`src/rtl/hcp_pkg.sv`:
```
package hcp_pkg;
  localparam int DATA_W     = 8;
  localparam int CMD_W      = 8;
  localparam int ADDR_W     = 6;
  localparam int FRAME_BITS = CMD_W + DATA_W;
  localparam int CNT_W      = $clog2(FRAME_BITS + 1);
  localparam int OCNT_W     = $clog2(DATA_W);

  typedef enum logic [1:0] {
    OUT_IDLE,
    OUT_WAIT,
    OUT_DRIVE,
    OUT_DONE
  } outSt_t;

  // strobes from the sequencer to the datapath
  typedef struct packed {
    logic cmdShift;
    logic dataShift;
    logic commit;
    logic outLoad;
    logic outShift;
    logic outStop;
  } hcpStrb_t;
endpackage

```
`src/rtl/hcp_sync.sv`:
```
module hcp_sync #(
  parameter int               WIDTH   = 3,
  parameter int               STAGES  = 2,
  parameter logic [WIDTH-1:0] RST_VAL = '0
) (
  input  logic             clk,
  input  logic             rstN,
  input  logic [WIDTH-1:0] dIn,
  output logic [WIDTH-1:0] dOut
);
  logic [WIDTH-1:0] stage [STAGES];

  always_ff @(posedge clk or negedge rstN) begin
    if (!rstN) begin
      for (int i = 0; i < STAGES; i++) stage[i] <= RST_VAL;
    end else begin
      stage[0] <= dIn;
      for (int i = 1; i < STAGES; i++) stage[i] <= stage[i-1];
    end
  end

  assign dOut = stage[STAGES-1];
endmodule

```
`src/rtl/hcp_ctrl.sv`:
```
module hcp_ctrl
  import hcp_pkg::*;
(
  input  logic     clk,
  input  logic     rstN,
  input  logic     csSync,
  input  logic     sclkSync,
  input  logic     edgeSel,
  input  logic     cmdHit,
  input  logic     cmdRead,
  output hcpStrb_t strb
);
  localparam logic [CNT_W-1:0]  CMD_END   = CNT_W'(CMD_W);
  localparam logic [CNT_W-1:0]  FRAME_END = CNT_W'(FRAME_BITS);
  localparam logic [OCNT_W-1:0] OUT_LAST  = OCNT_W'(DATA_W - 1);

  logic              sclkPrev, csPrev, active;
  logic [CNT_W-1:0]  bitCnt;
  logic [OCNT_W-1:0] outCnt;
  outSt_t            outSt;
  logic              sclkRise, sclkFall, advance, live, csFall;

  always_comb begin
    sclkRise = sclkSync & ~sclkPrev;
    sclkFall = ~sclkSync & sclkPrev;
    csFall   = csPrev & ~csSync;
    advance  = edgeSel ? sclkFall : sclkRise;
    live     = active & ~csSync;

    strb.cmdShift  = live & sclkRise & (bitCnt < CMD_END);
    strb.dataShift = live & sclkRise & (bitCnt >= CMD_END) & (bitCnt < FRAME_END);
    strb.commit    = live & sclkRise & (bitCnt == FRAME_END - 1'b1) & cmdHit & ~cmdRead;
    strb.outLoad   = live & advance & (outSt == OUT_WAIT) & cmdHit & cmdRead;
    strb.outShift  = live & advance & (outSt == OUT_DRIVE) & (outCnt != OUT_LAST);
    strb.outStop   = csSync | (live & advance & (outSt == OUT_DRIVE) & (outCnt == OUT_LAST));
  end

  always_ff @(posedge clk or negedge rstN) begin
    if (!rstN) begin
      sclkPrev <= 1'b0;
      csPrev   <= 1'b0;
      active   <= 1'b0;
      bitCnt   <= '0;
      outCnt   <= '0;
      outSt    <= OUT_IDLE;
    end else begin
      sclkPrev <= sclkSync;
      csPrev   <= csSync;
      if (csSync) begin
        active <= 1'b0;
        bitCnt <= '0;
        outCnt <= '0;
        outSt  <= OUT_IDLE;
      end else if (csFall) begin
        active <= 1'b1;
        bitCnt <= '0;
        outCnt <= '0;
        outSt  <= OUT_IDLE;
      end else if (active) begin
        if (sclkRise && bitCnt != FRAME_END) bitCnt <= bitCnt + 1'b1;
        unique case (outSt)
          OUT_IDLE:  if (sclkRise && bitCnt == CMD_END - 1'b1) outSt <= OUT_WAIT;
          OUT_WAIT:  if (advance) begin
                       outSt  <= (cmdHit && cmdRead) ? OUT_DRIVE : OUT_DONE;
                       outCnt <= '0;
                     end
          OUT_DRIVE: if (advance) begin
                       if (outCnt == OUT_LAST) outSt <= OUT_DONE;
                       else                    outCnt <= outCnt + 1'b1;
                     end
          OUT_DONE:  ;
          default:   outSt <= OUT_IDLE;
        endcase
      end
    end
  end
endmodule

```
`src/rtl/hcp_datapath.sv`:
```
module hcp_datapath
  import hcp_pkg::*;
#(
  parameter int DEV_ADDR = 16
) (
  input  logic              clk,
  input  logic              rstN,
  input  hcpStrb_t          strb,
  input  logic              sdiSync,
  input  logic              losStatus,
  input  logic              dpmStatus,
  output logic              cmdHit,
  output logic              cmdRead,
  output logic [DATA_W-1:0] cfgReg,
  output logic              clrLos,
  output logic              clrDpm,
  output logic              testMode,
  output logic              sdo,
  output logic              sdoOe
);
  logic [CMD_W-1:0]  cmdSh;
  logic [DATA_W-1:0] dataSh, newWord, outSh, stored;

  assign newWord = {sdiSync, dataSh[DATA_W-1:1]};
  assign cmdRead = cmdSh[0];
  assign cmdHit  = (cmdSh[ADDR_W:1] == ADDR_W'(DEV_ADDR));

  always_ff @(posedge clk or negedge rstN) begin
    if (!rstN) begin
      cmdSh  <= '0;
      dataSh <= '0;
      stored <= '0;
      clrLos <= 1'b0;
      clrDpm <= 1'b0;
      outSh  <= '0;
      sdoOe  <= 1'b0;
    end else begin
      if (strb.cmdShift)  cmdSh  <= {sdiSync, cmdSh[CMD_W-1:1]};
      if (strb.dataShift) dataSh <= newWord;
      if (strb.commit)    stored <= {newWord[DATA_W-1:2], 2'b00};
      clrLos <= strb.commit & newWord[0];
      clrDpm <= strb.commit & newWord[1];
      if (strb.outLoad)       outSh <= {stored[DATA_W-1:2], dpmStatus, losStatus};
      else if (strb.outShift) outSh <= {1'b0, outSh[DATA_W-1:1]};
      if (strb.outStop)      sdoOe <= 1'b0;
      else if (strb.outLoad) sdoOe <= 1'b1;
    end
  end

  assign cfgReg   = stored;
  assign testMode = stored[7] & stored[5];
  assign sdo      = sdoOe & outSh[0];
endmodule

```
`src/rtl/hcp_port.sv`:
```
module hcp_port
  import hcp_pkg::*;
#(
  parameter int SYNC_STAGES = 2,
  parameter int DEV_ADDR    = 16
) (
  input  logic              clk,
  input  logic              rstN,
  input  logic              csN,
  input  logic              sclk,
  input  logic              sdi,
  input  logic              edgeSel,
  input  logic              losStatus,
  input  logic              dpmStatus,
  output logic              sdo,
  output logic              sdoOe,
  output logic [DATA_W-1:0] cfgReg,
  output logic              clrLos,
  output logic              clrDpm,
  output logic              testMode
);
  logic     csSync, sclkSync, sdiSync, cmdHit, cmdRead;
  hcpStrb_t strb;

  // select resets low so a high level must be seen before a start
  hcp_sync #(.WIDTH(3), .STAGES(SYNC_STAGES), .RST_VAL(3'b000)) u_sync (
    .clk  (clk),
    .rstN (rstN),
    .dIn  ({csN, sclk, sdi}),
    .dOut ({csSync, sclkSync, sdiSync})
  );

  hcp_ctrl u_ctrl (
    .clk      (clk),
    .rstN     (rstN),
    .csSync   (csSync),
    .sclkSync (sclkSync),
    .edgeSel  (edgeSel),
    .cmdHit   (cmdHit),
    .cmdRead  (cmdRead),
    .strb     (strb)
  );

  hcp_datapath #(.DEV_ADDR(DEV_ADDR)) u_dp (
    .clk       (clk),
    .rstN      (rstN),
    .strb      (strb),
    .sdiSync   (sdiSync),
    .losStatus (losStatus),
    .dpmStatus (dpmStatus),
    .cmdHit    (cmdHit),
    .cmdRead   (cmdRead),
    .cfgReg    (cfgReg),
    .clrLos    (clrLos),
    .clrDpm    (clrDpm),
    .testMode  (testMode),
    .sdo       (sdo),
    .sdoOe     (sdoOe)
  );
endmodule

```
`config.mk`:
```
export PLATFORM = sky130hd
export DESIGN_NAME = hcp_port
export DESIGN_NICKNAME = d
export VERILOG_FILES = /design/src/rtl/hcp_pkg.sv /design/src/rtl/hcp_sync.sv /design/src/rtl/hcp_ctrl.sv /design/src/rtl/hcp_datapath.sv /design/src/rtl/hcp_port.sv
export SDC_FILE = /design/constraint.sdc
export NUM_CORES = 1
export LEC_CHECK = 0
export ABC_CLOCK_PERIOD_IN_PS = 2200
export CORE_AREA = 2 2 76 78
export DETAILED_ROUTE_END_ITERATION = 10
export DIE_AREA = 0 0 78 80
export DONT_BUFFER_PORTS = 1
export SYNTH_ARGS = -nofsm -noshare
export SYNTH_HDL_FRONTEND = slang
export SYNTH_SLANG_ARGS = --single-unit
```
`constraint.sdc`:
```
create_clock -name clk -period 2.2 [get_ports clk]
set_input_delay 0.66 -clock clk [delete_from_list [all_inputs] [get_ports clk]]
set_output_delay 0.66 -clock clk [all_outputs]
set_load 0.005 [all_outputs]
```
==> impl_metrics.toml <==
[clocking]
cts_tree = "done"
clk_pin_slew_ns = 0.09
clockBufferDepth = 2
cts.sink_count = 51
hold_buffers = 0
numCtsBuffers = 5
cts_max_level = 2
cts_setup_buffers = 0
cts-root-buf = "clkbuf_8"
clkLatencyLatePin_ns = 0.30

[critical_path]
rr_worst_depth = 6
r2r-end = "u_ctrl.outSt[0]"
crit_chain = "ha_1 > ha_1 > nor2b_2 > o21ai_0 > o221ai_1 > mux2_2"
reg2reg_slack_ns = 0.18
cp.arrival_ns = 2.20
cpPeakStageDelay_ns = 0.40
critPathCaptureType = "flip-flop"
crit_required_ns = 2.38
crit_slowest_cell = "dfrtp_1"
crit_fanout = 4
startpoint_type = "flip-flop"
r2r-start = "u_ctrl.outCnt[0]"
worstSetupPathType = "flip-flop to flip-flop"
crit_top_cell = "ha_1"

[cells_and_area]
final_area_um2 = 2494
n_fill_cell = 488
seq_area_um2 = 1276
synthToLayoutAreaGrowth_pct = 6.806
nets = 195
multi_input_area_um2 = 1016
drive_gt1_share_pct = 28.33
utilization_pct = 46.13
diodes = 0

[logic_synthesis]
synth.avg_cell_area_um2 = 13.27
synth_area_leaders = "dfrtp_1 (55%), mux2_2 (17%), ha_1 (4.3%), and2_1 (1.3%), mux2i_1 (1.3%)"
synthCells = 176
netlist_area_um2 = 2335
synth_edf_count = 0
synth_top_area_share_pct = 54.66
synth.distinct_cells = 46
synthFlopType = "dfrtp_1"
ys_seq_elements = 51
synth_top_cell_by_area = "dfrtp_1"
ys_warn_count = 0
ys_async_sr_fraction_pct = 100.0
seq_area_frac_synth_pct = 54.66

[sta]
rsz0062_at_grt = "no"
period_share_pct = 92.00
hold_viol = 0
whs_ns = 0.04879
setup_tns_ns = 0
slew_viol_final = 0
finalSetupViolCount = 0
timing.final.crit_period_ns = 2.024
skew_ns = 0.008456
max_freq_ghz = 0.4940

[die]
start_util_pct = 43.19
die_area_um2 = 6240
dieHeight_um = 80
die_x_um = 78
rows = 27
core_um2 = 5405
boundaryPins = 21

[placement]
portBuffers = 0
place_area_um2 = 2401
place.gp.congestion = 0.8385
dp_hpwl_mm = 2.871

[detailed_routing]
ant_nets = 0
vias_per_cell = 5.421
wire_per_inst_um = 15.65
initialDrtViolationCount = 111
vias = 1366
dr.pass1.iters = 4
drt-total-wl_mm = 3.943
route.detailed.drc = 0

[grt]
grt-ovfl-total = 0
grt_pass1_wl_mm = 6.575
grt_pass1_vias = 1377
antenna_found_initial = 0
grt_max_degree = 52
grt_use_total_pct = 13.53

[power_and_ir_drop]
power.leakage_nw = 1.188
powerDensity_nw_per_um2 = 676.4
peakVddDrop_mv = 0.5212
total_power_mw = 1.687

[job]
cap_violations = 0

[worst_hold_path]
hold_path.class = "input port to async pin"

[status]
status = "completed"
## per-layer routing
metal  vias to the layer above  global-route usage [%]  wire [µm]
li1                        634                       -          -
met1                       691                   18.36       1887
met2                        37                   20.78       1874
met3                         4                   3.733        157
met4                         0                   5.088         23
met5                         -                       0          0
## state kept, by name, indices dropped and copies added, names as in the netlist
register         count
u_dp.cfgReg          6
u_dp.sdoOe           1
u_sync.stage         3
u_ctrl.outSt         2
u_sync.dOut          3
u_dp.clrDpm          1
u_ctrl.bitCnt        5
u_dp.dataSh          7
u_ctrl.outCnt        3
u_dp.outSh           8
u_dp.cmdSh           8
u_ctrl.active        1
u_dp.clrLos          1
u_ctrl.sclkPrev      1
u_ctrl.csPrev        1
## area by class of cell
| cell class | count | area share [%] |
|---|---|---|
| clock inverters | 1 | 0.2007 |
| multi-input cells | 113 | 40.74 |
| flip-flops and latches | 51 | 51.18 |
| well taps | 72 | 3.613 |
| inverters | 8 | 1.204 |
| clock buffers | 7 | 3.061 |
## cell families (layout without fill, tap and decap cells)
logic type | after synthesis | after routing | synth area share (%)
DFF | 51 | 51 | 54.66
xor gates and xnor gates | 3 | 3 | 1.126
and+or+nand+nor | 47 | 47 | 13.40
muxes | 40 | 40 | 19.13
buffers and inverters | 13 | 16 | 2.465
AOI/OAI and AO/OA | 13 | 13 | 4.770
adders and majority gates | 8 | 8 | 4.287
other | 1 | 2 | 0.1606
## synthesized netlist by cell type (2+ instances only)
cell and count:
nor2b_1 3, nand2b_1 3, ha_1 8, nand4_1 2
nand4b_1 2, mux2i_1 3, buf_4 2, a22o_1 2
clkbuf_1 2, nor3_1 2, inv_1 8, xnor2_1 2
dfrtp_1 51, or2_2 3, mux2_2 36, and2_1 5
nand2_1 6, nor2_1 8
## placed cells by master (no fill, tap or decap), types with 2 or more instances in the layout
cell type,Yosys,layout
inv_1,8,8
ha_1,8,8
clkbuf_1,2,2
nand4_1,2,2
xnor2_1,2,2
nor2b_1,3,2
mux2i_1,3,3
nand2b_1,3,3
dfrtp_1,51,51
a22o_1,2,2
nor2_1,8,8
clkbuf_8,0,5
nor3_1,2,2
and2_1,5,5
mux2_2,36,36
nand2_1,6,6
conb_1,1,2
or2_2,3,3
nand4b_1,2,2
## critical path, delay by kind of cell, from the launching register on
kind	cells	cell delay, ns
fa+ha+maj	2	0.44
simple gates	1	0.24
compound gates	2	0.45
mux	1	0.38
flops	1	0.40
## repair_timing
action                                  CTS  global route
hold endpoints to repair                  0             0
resized for setup                         0             2
endpoints found under the setup margin    0             6
## worst max path at each step
stage	start	slack [ns]	depth (start not counted)	to
2_1_floorplan	u_ctrl.outCnt[0]	0.31	6	u_dp.outSh[0]
3_3_place_gp	u_ctrl.outCnt[0]	0.20	6	u_dp.outSh[0]
3_5_place_dp	u_ctrl.outCnt[0]	0.06	6	u_dp.outSh[0]
4_1_cts	u_ctrl.outCnt[0]	0.04	6	u_dp.outSh[0]
5_1_grt	u_ctrl.bitCnt[0]	0.07	7	u_dp.cfgReg[6]
6_report	u_ctrl.outCnt[0]	0.18	6	u_ctrl.outSt[0]
## where the power goes
part           leakage, nW  internal (mW)  switching (mW)  total, mW
clock network       0.0422          0.224           0.278      0.501
logic                0.458         0.0861          0.0914      0.177
registers            0.687          0.977          0.0315       1.01
## per-stage QoR
stage / setup WS, ns / instances
final: 0.1759 / 252
after global routing: 0.07072 / 252
after CTS: 0.04037 / 252
after detailed placement: 0.05535 / 244
after global placement: 0.1987 / 244
after floorplan: 0.3139 / 177
Power figures use the tool's default switching activity.
